[src/rtl/irq_level_ctrl_pkg.sv]
package irq_level_ctrl_pkg;
  localparam int unsigned DW = 32;
  localparam int unsigned AW = 2;
  localparam int unsigned LW = 3;
  typedef logic [DW-1:0] word_t;
  typedef enum logic [AW-1:0] {
    OFS_PEND  = 2'd0,
    OFS_MASK  = 2'd1,
    OFS_DMACT = 2'd2,
    OFS_RSVD  = 2'd3
  } ofs_e;
endpackage

[src/rtl/irq_bus_decode.sv]
module irq_bus_decode
  import irq_level_ctrl_pkg::*;
(
  input  logic          req_i,
  input  logic          we_i,
  input  logic [AW-1:0] addr_i,
  output logic          wr_pend_o,
  output logic          wr_mask_o,
  output logic          wr_dmact_o,
  output logic          rd_o
);
  logic wr;
  assign wr         = req_i & we_i;
  assign wr_pend_o  = wr && (addr_i == OFS_PEND);
  assign wr_mask_o  = wr && (addr_i == OFS_MASK);
  assign wr_dmact_o = wr && (addr_i == OFS_DMACT);
  assign rd_o       = req_i & ~we_i;
endmodule

[src/rtl/irq_pend_reg.sv]
module irq_pend_reg #(
  parameter int unsigned DW        = 32,
  parameter int unsigned FORCE_BIT = 26
) (
  input  logic          clk_i,
  input  logic          rst_ni,
  input  logic [DW-1:0] src_i,
  input  logic [DW-1:0] mask_i,
  input  logic          wr_i,
  input  logic [DW-1:0] wdata_i,
  input  logic          force_wr_i,
  input  logic          force_val_i,
  output logic [DW-1:0] pend_o
);
  logic [DW-1:0] src_q, pend_q, pend_d, set_v, clr_v;

  assign set_v = src_i & ~mask_i;
  assign clr_v = src_q & ~src_i & ~mask_i;

  always_comb begin
    pend_d = (pend_q | set_v) & ~clr_v;
    if (force_wr_i) pend_d[FORCE_BIT] = force_val_i;
    if (wr_i) pend_d = wdata_i;
  end

  always_ff @(posedge clk_i or negedge rst_ni) begin
    if (!rst_ni) begin
      src_q  <= '0;
      pend_q <= '0;
    end else begin
      src_q  <= src_i;
      pend_q <= pend_d;
    end
  end

  assign pend_o = pend_q;
endmodule

[src/rtl/irq_level_enc.sv]
module irq_level_enc #(
  parameter int unsigned DW    = 32,
  parameter int unsigned LW    = 3,
  parameter int unsigned GRP_N = 3,
  parameter logic [GRP_N-1:0][DW-1:0] GRP_MASK = '0,
  parameter logic [GRP_N-1:0][LW-1:0] GRP_LVL  = '0
) (
  input  logic [DW-1:0] pend_i,
  output logic [LW-1:0] level_o
);
  logic [GRP_N-1:0] hit;

  for (genvar g = 0; g < GRP_N; g++) begin : g_grp
    assign hit[g] = |(pend_i & GRP_MASK[g]);
  end

  always_comb begin
    logic [LW-1:0] best;
    best = '0;
    for (int g = 0; g < GRP_N; g++) begin
      if (hit[g] && (GRP_LVL[g] > best)) best = GRP_LVL[g];
    end
    level_o = best;
  end
endmodule

[src/rtl/irq_level_ctrl.sv]
module irq_level_ctrl
  import irq_level_ctrl_pkg::*;
#(
  parameter logic [DW-1:0] HI_MASK   = 32'hF000_0000,
  parameter logic [DW-1:0] MID_MASK  = 32'h0003_0000,
  parameter logic [DW-1:0] LO_MASK   = 32'h0000_0FFF,
  parameter logic [LW-1:0] HI_LVL    = 3'd6,
  parameter logic [LW-1:0] MID_LVL   = 3'd5,
  parameter logic [LW-1:0] LO_LVL    = 3'd3,
  parameter int unsigned   FORCE_BIT = 26,
  parameter int unsigned   DMAEN_BIT = 4
) (
  input  logic          clk_i,
  input  logic          rst_ni,
  input  logic [DW-1:0] irq_i,
  input  logic          req_i,
  input  logic          we_i,
  input  logic [AW-1:0] addr_i,
  input  logic [DW-1:0] wdata_i,
  output logic [DW-1:0] rdata_o,
  output logic [LW-1:0] level_o
);
  localparam int unsigned GRP_N = 3;
  localparam logic [GRP_N-1:0][DW-1:0] GRP_MASK = {HI_MASK, MID_MASK, LO_MASK};
  localparam logic [GRP_N-1:0][LW-1:0] GRP_LVL  = {HI_LVL, MID_LVL, LO_LVL};

  logic  wr_pend, wr_mask, wr_dmact, rd;
  word_t pend_q, mask_q, rdata_q;

  irq_bus_decode u_dec (
    .req_i      (req_i),
    .we_i       (we_i),
    .addr_i     (addr_i),
    .wr_pend_o  (wr_pend),
    .wr_mask_o  (wr_mask),
    .wr_dmact_o (wr_dmact),
    .rd_o       (rd)
  );

  irq_pend_reg #(.DW(DW), .FORCE_BIT(FORCE_BIT)) u_pend (
    .clk_i       (clk_i),
    .rst_ni      (rst_ni),
    .src_i       (irq_i),
    .mask_i      (mask_q),
    .wr_i        (wr_pend),
    .wdata_i     (wdata_i),
    .force_wr_i  (wr_dmact),
    .force_val_i (wdata_i[DMAEN_BIT]),
    .pend_o      (pend_q)
  );

  irq_level_enc #(
    .DW(DW), .LW(LW), .GRP_N(GRP_N), .GRP_MASK(GRP_MASK), .GRP_LVL(GRP_LVL)
  ) u_lvl (
    .pend_i  (pend_q),
    .level_o (level_o)
  );

  always_ff @(posedge clk_i or negedge rst_ni) begin
    if (!rst_ni) begin
      mask_q  <= '0;
      rdata_q <= '0;
    end else begin
      if (wr_mask) mask_q <= wdata_i;
      if (rd) begin
        unique case (addr_i)
          OFS_PEND: rdata_q <= pend_q;
          OFS_MASK: rdata_q <= mask_q;
          default:  rdata_q <= '0;
        endcase
      end
    end
  end

  assign rdata_o = rdata_q;
endmodule

[config.mk]
export PLATFORM = sky130hd
export DESIGN_NAME = irq_level_ctrl
export DESIGN_NICKNAME = d
export VERILOG_FILES = /design/src/rtl/irq_level_ctrl_pkg.sv /design/src/rtl/irq_bus_decode.sv /design/src/rtl/irq_pend_reg.sv /design/src/rtl/irq_level_enc.sv /design/src/rtl/irq_level_ctrl.sv
export SDC_FILE = /design/constraint.sdc
export NUM_CORES = 1
export LEC_CHECK = 0
export BUFFER_PORTS_ARGS = -buffer_cell sky130_fd_sc_hd__clkbuf_2
export CORE_ASPECT_RATIO = 0.5
export CORE_MARGIN = 2
export CORE_UTILIZATION = 50
export CTS_CLUSTER_DIAMETER = 60
export DETAILED_ROUTE_END_ITERATION = 8
export HOLD_SLACK_MARGIN = 0.03
export PLACE_DENSITY = 0.84
export SETUP_SLACK_MARGIN = 0.05
export SKIP_LAST_GASP = 1
export SYNTH_ARGS = -nofsm -noshare
export SYNTH_HDL_FRONTEND = slang
export SYNTH_SLANG_ARGS = --single-unit
[constraint.sdc]
create_clock -name clk_i -period 1.2 [get_ports clk_i]
set_input_delay 0 -clock clk_i [delete_from_list [all_inputs] [get_ports clk_i]]
set_output_delay 0 -clock clk_i [all_outputs]
set_load 0.03 [all_outputs]
==> results of run 1 <==
cell families after synthesis:
| logic type | share of synthesized area, % |
|---|---|
| simple gates | 13.7 |
| flops | 59.2 |
| compound gates | 11.3 |
| mux | 12.8 |
| buf+inv | 2.98 |
cells in the mapped netlist (all sizes together):
master / instances / share of area [%]
nor4bb: 1 / 0.46
o21ai: 63 / 7.9
a221oi: 1 / 0.16
mux2: 32 / 6.7
or2: 1 / 0.16
buf: 16 / 2.5
dfrtp: 128 / 59
and3: 1 / 0.12
and3b: 1 / 0.16
nand4b: 1 / 0.44
nor2b: 31 / 3.6
nand2b: 33 / 3.8
nand2: 64 / 4.4
inv: 1 / 0.069
nor4: 4 / 0.46
clkbuf: 5 / 0.39
nor2: 1 / 0.069
a21oi: 32 / 3.0
o31ai: 1 / 0.14
a21boi: 1 / 0.14
mux2i: 33 / 6.1
per-layer routing:
layer	global-route usage [%]	part of all wire, %	vias to the layer above
li1	-	-	1946
met4	9.44	1.5	0
met1	29.2	43	2047
met5	0	0	-
met2	42.2	52	98
met3	6.29	3.7	17
metrics by stage:
stage          worst slack (ps)  setup TNS, ps
5_1_grt                    -521          -1360
4_1_cts                    -482          -1220
2_1_floorplan              -127           -232
3_3_place_gp              -68.1           -130
3_5_place_dp               -119           -237
6_report                   -472          -1190
state kept, by name, summed over array words and instances (netlist names):
register       flops
mask_q            32
u_pend.src_q      32
u_pend.pend_o     32
rdata_o           32
path summary, 6_finish.rpt:
path | slack [ps] | end | depth (start not counted) | startpoint
setup / recovery | -470 | level_o[1] | 5 | u_pend.pend_o[2]
hold / removal | 60 | u_pend.pend_o[19] | 2 | rst_ni
setup reg to reg | 200 | u_pend.pend_o[26] | 3 | mask_q[26]
hold reg to reg | 480 | rdata_o[19] | 2 | rdata_o[19]
max in group asynchronous | 600 | u_pend.src_q[22] | 3 | rst_ni
min in group clk_i | 190 | mask_q[21] | 4 | req_i
final cells by class:
cell class	instances	area, um^2
clock buffers	21	470
repair buffers	198	1480
multi-input cells	301	2100
fillers	665	2840
inverters	1	3.75
clock inverters	9	110
well taps	140	175
flip-flops and latches	128	3200
timing repair:
action                                  4_1_cts  5_1_grt
setup buffers                                 1        3
endpoints found under the setup margin        3        3
pin swaps                                     2        4
hold buffers                                 68        0
hold endpoints to repair                    224        0
resized for setup                             7       11
power groups by stage:
stage	clock network (mW)	logic, mW	registers [mW]
2_1_floorplan	0	1.21	5.93
3_3_place_gp	0	2.32	5.62
3_5_place_dp	0	2.38	5.67
4_1_cts	5.09	2.61	5.62
5_1_grt	5.31	2.94	5.76
6_report	5.03	2.68	5.67
==> flow_summary_export.csv, run 1 <==
group,metric,value,unit
synth,syn_nets,521,
global_route,grt_pass1_vias,4420,
setup_path,cp_cell_sequence,"nor4_2, buf_4, and3_4, o31ai_2, buf_4",
cts,clk_path_buf_depth,2,
layout,antenna_cells,0,
setup_path,slowest_stage,"dfrtp_1",
timing,finClkSkew,5.77,ps
timing,fin_crit,1670,ps
timing,max_slew_margin,57.0,%
layout,final_nets,717,
run_status,violations,"setup timing",
setup_path,arrival,1670,ps
power_and_ir_drop,power_density,1770,nW/um^2
timing,setup_viol,3,
cts,clkSlewWorstSetupHoldPaths,60,ps
synth,yosys_register_bits,128,
power_and_ir_drop,ir_worst_vdd,0.877,mV
setup_path,crit_buf_inv,2,
setup_path,crit_type,"reg2out",
route,drt.antenna.violating_nets,0,
synth,netlist_instances,451,
floorplanning,die_w,151,um
setup_path,end_kind,"primary output",
layout,design_area,7540,um^2
run_status,status,"finished, violations left",
layout,drive_gt1_share,35.3,%
timing,finalHoldViolCount,0,
floorplanning,row_count,26,
setup_path,path_delay_family,"simple AND/OR/NAND/NOR gates",
placement,dp_cells,696,
power_and_ir_drop,clock_power_share,37.6,%
floorplanning,die_h,77.5,um
route,drt_iter0_drc,211,
global_route,gr-usage-all-layers,24.3,%
layout,area_growth_syn_to_layout,39.4,%
floorplanning,die_area,11700,um^2
synth,synth_seq_area_share,59.2,%
cts,numCtsBuffers,17,
timing,fin_ws,-472,ps
setup_path,critPathMaxStageDelay,390,ps
route,finalWirelength,13.1,mm
cts,clock_latency,410,ps
layout,fin_util,72.7,%
layout,fin_cells,798,
power_and_ir_drop,leakage,3.52,nW
power_and_ir_drop,p_sw,3.84,mW
timing,rsz0062_at_grt,"true",
setup_path,required,1200,ps
cts,cts_tree,"yes",
global_route,grt_antenna_before_repair,0,
synth,yosysWarningCount,0,
hold_path,worst_hold_path_type,"in2async",
power_and_ir_drop,power,13.4,mW
timing,worst_slew_pin_slew,645,ps
cts,cts.htree.levels,4,
setup_path,cp-start-kind,"flop",
placement,place_congestion,0.811,
cts,root_buffer,"clkbuf_16",
timing,fmax,0.598,GHz
global_route,grt_overflow,0,
power_and_ir_drop,netSwitchingFraction,28.7,%
synth,synth_area,5410,um^2
power_and_ir_drop,seqPwrFrac,42.4,%
placement,dp_hpwl,7.78,mm
run,cap_violations,0,
global_route,grt_pass1_wl,21.8,mm
layout,final_cell_mix,"128 x dfrtp_1, 100 x clkbuf_2, 68 x dlygate4sd3_1",
route,viasPerCell,5.15,
route,first_pass_iters,4,
synth,synth_area_per_cell,12.0,um^2
power_and_ir_drop,p_int,9.54,mW
cts,cts_sinks,128,
power_and_ir_drop,combinationalPowerShare,20.1,%
global_route,grt_start_max_net_pins,39,
floorplanning,pin_count,105,
timing,holdWs,62.3,ps
route,vias,4108,
route,routedWlPerCell,16.4,um
route,drc_errors,0,
floorplanning,coreArea,10400,um^2
timing,drv_slew,0,
layout,final_common_cell,"dfrtp_1",
synth,synth_cell_types,26,
placement,io_buffers,104,
timing,min_period_over_period,139,%
setup_path,cp_max_fo,2,
floorplanning,start_util,52.1,%
placement,placed_cell_area,6180,um^2
setup_path,timing.critical_path.mode_cell,"buf_4",
Power figures use the tool's default switching activity.
==> run 2, diff against run 1 <==
Settings changed: SYNTH_HIERARCHICAL set to 1.
Clock period 1.2 ns to 1.66 ns, I/O delays scaled along.
==> flow_summary_export.csv, run 2 <==
group,metric,value,unit
timing,finalHoldViolCount,0,
synth,yosys_register_bits,128,
synth,netlist_instances,454,
run_status,status,"finished, violations left",
synth,async_flop_share,100,%
synth,synth_top_cell_by_area,"dfrtp_1",
layout,area_growth_syn_to_layout,36.3,%
hold_path,worst_hold_path_type,"in2reg",
power_and_ir_drop,power_density,1340,nW/um^2
run,cap_violations,0,
route,drc_errors,0,
route,drt.antenna.violating_nets,0,
global_route,grt_pass1_wl,23.6,mm
timing,fin_crit,1670,ps
layout,final_cell_mix,"127 x dfrtp_1, 100 x clkbuf_2, 97 x inv_1",
timing,finClkSkew,6.64,ps
timing,setup_viol,2,
synth,synth_cell_types,30,
global_route,grt_overflow,0,
cts,clk_path_buf_depth,2,
timing,drv_slew,0,
synth,ys.flop_type,"dfrtp_1",
setup_path,crit_type,"reg2out",
floorplanning,die_area,12300,um^2
synth,synth_area_leaders,"dfrtp_1 56%, mux2_4 7.9%, inv_1 6.4%",
synth,synth_area,5680,um^2
setup_path,arrival,1670,ps
floorplanning,die_h,79.4,um
cts,cts_sinks,128,
synth,synth_seq_area_share,56.4,%
cts,root_buffer,"clkbuf_16",
power_and_ir_drop,power,10.3,mW
timing,holdWs,65.2,ps
layout,antenna_cells,0,
setup_path,required,1660,ps
global_route,gr-usage-all-layers,25.7,%
global_route,grt_antenna_before_repair,0,
route,routedWlPerCell,18.7,um
cts,cts_tree,"yes",
global_route,grt_start_max_net_pins,36,
placement,dp_cells,695,
floorplanning,pin_count,105,
synth,synth_top_cell_area_share,56.4,%
power_and_ir_drop,leakage,3.77,nW
layout,fin_cells,797,
setup_path,end_kind,"primary output",
synth,synth_common_cells,"128 x dfrtp_1, 97 x inv_1, 32 x mux2i_1",
placement,place_congestion,0.798,
route,finalWirelength,14.9,mm
timing,tns,-25.7,ps
setup_path,cp_max_fo,3,
floorplanning,row_count,27,
cts,clock_latency,420,ps
synth,synth_most_common_cell,"dfrtp_1",
global_route,grt_pass1_vias,4572,
route,vias,4329,
route,drt_iter0_drc,260,
floorplanning,start_util,51.4,%
floorplanning,coreArea,11000,um^2
placement,dp_hpwl,8.63,mm
layout,drive_gt1_share,33.9,%
floorplanning,die_w,155,um
timing,rsz0062_at_grt,"true",
synth,synth_area_per_cell,12.5,um^2
route,viasPerCell,5.43,
run_status,violations,"setup timing",
synth,yosysWarningCount,6,
placement,io_buffers,104,
cts,cts.htree.levels,4,
cts,clkSlewWorstSetupHoldPaths,60,ps
route,first_pass_iters,5,
setup_path,cp-start-kind,"flop",
cts,numCtsBuffers,17,
layout,final_nets,709,
layout,final_common_cell,"dfrtp_1",
synth,syn_nets,524,
synth,synth-edff-count,0,
timing,min_period_over_period,101,%
timing,fin_ws,-13.5,ps
timing,max_slew_margin,67.9,%
timing,worst_slew_pin_slew,482,ps
timing,fmax,0.598,GHz
power_and_ir_drop,ir_worst_vdd,0.851,mV
[run 2: where the power goes]
part | internal (mW) | total, mW | switching (mW)
combinational | 1.04 | 2.12 | 1.09
clock | 2.59 | 4.03 | 1.43
sequential | 3.67 | 4.19 | 0.515
[run 2: worst paths after layout]
kind,slack [ps],from,cells past startpoint,end
worst min-delay path,70,req_i,3,u_pend/pend_o[26]
min in group asynchronous,90,rst_ni,2,u_pend/src_q[27]
worst max register to register,560,mask_q[0],3,u_pend/pend_o[0]
worst min register to register,530,rdata_o[13],2,rdata_o[13]
worst max-delay path,-10,u_pend/pend_o[11],4,level_o[1]
max in group asynchronous,1020,rst_ni,3,u_pend/pend_o[29]
[run 2: area by class of cell]
type                    count  area (um^2)
multi-input cells         207         1940
fillers                   695         3300
repair buffers            188         1420
inverters                  97          364
well taps                 145          181
flip-flops and latches    128         3200
clock inverters            13          185
clock buffers              19          453
[run 2: logic make-up (layout without fill, tap and decap cells)]
| group | Yosys count | after routing | share of synthesized area, % |
|---|---|---|---|
| AND/OR/NAND/NOR | 44 | 44 | 5.35 |
| multiplexers | 64 | 64 | 14.0 |
| AO/OA/AOI/OAI | 99 | 99 | 14.1 |
| flip-flops | 128 | 128 | 56.4 |
| buffers and inverters | 119 | 317 | 10.2 |
[run 2: timing repair]
item / 4_1_cts / 5_1_grt
setup buffers: 3 / 2
endpoints found under the hold margin: 224 / 0
hold buffers: 65 / 0
endpoints found under the setup margin: 2 / 3
resized for setup: 8 / 8
pin swaps: 3 / 1
[run 2: worst max-delay path, cell delays in order, from the launching register on]
cell and delay, ps:
dfrtp_1 440, nor4_2 310, and3_4 250, o31ai_2 70
clkbuf_8 170
[run 2: metal layers]
| layer | track usage (%) | vias up | share of wire [%] |
|---|---|---|---|
| met5 | 0 | - | 0 |
| met4 | 10.6 | 0 | 2.4 |
| li1 | - | 1923 | - |
| met1 | 31.8 | 2202 | 41 |
| met2 | 43.7 | 161 | 51 |
| met3 | 6.50 | 43 | 5.3 |
[run 2: metrics by stage]
step / setup WS (ps) / util [%] / cell area [um^2]
after global placement: 350 / 57.5 / 6350
after floorplan: 277 / - / 5680
after detailed placement: 296 / 57.5 / 6350
after CTS: 18.5 / 69.7 / 7700
after global routing: -70.7 / 70.1 / 7740
final: -13.5 / 70.1 / 7740
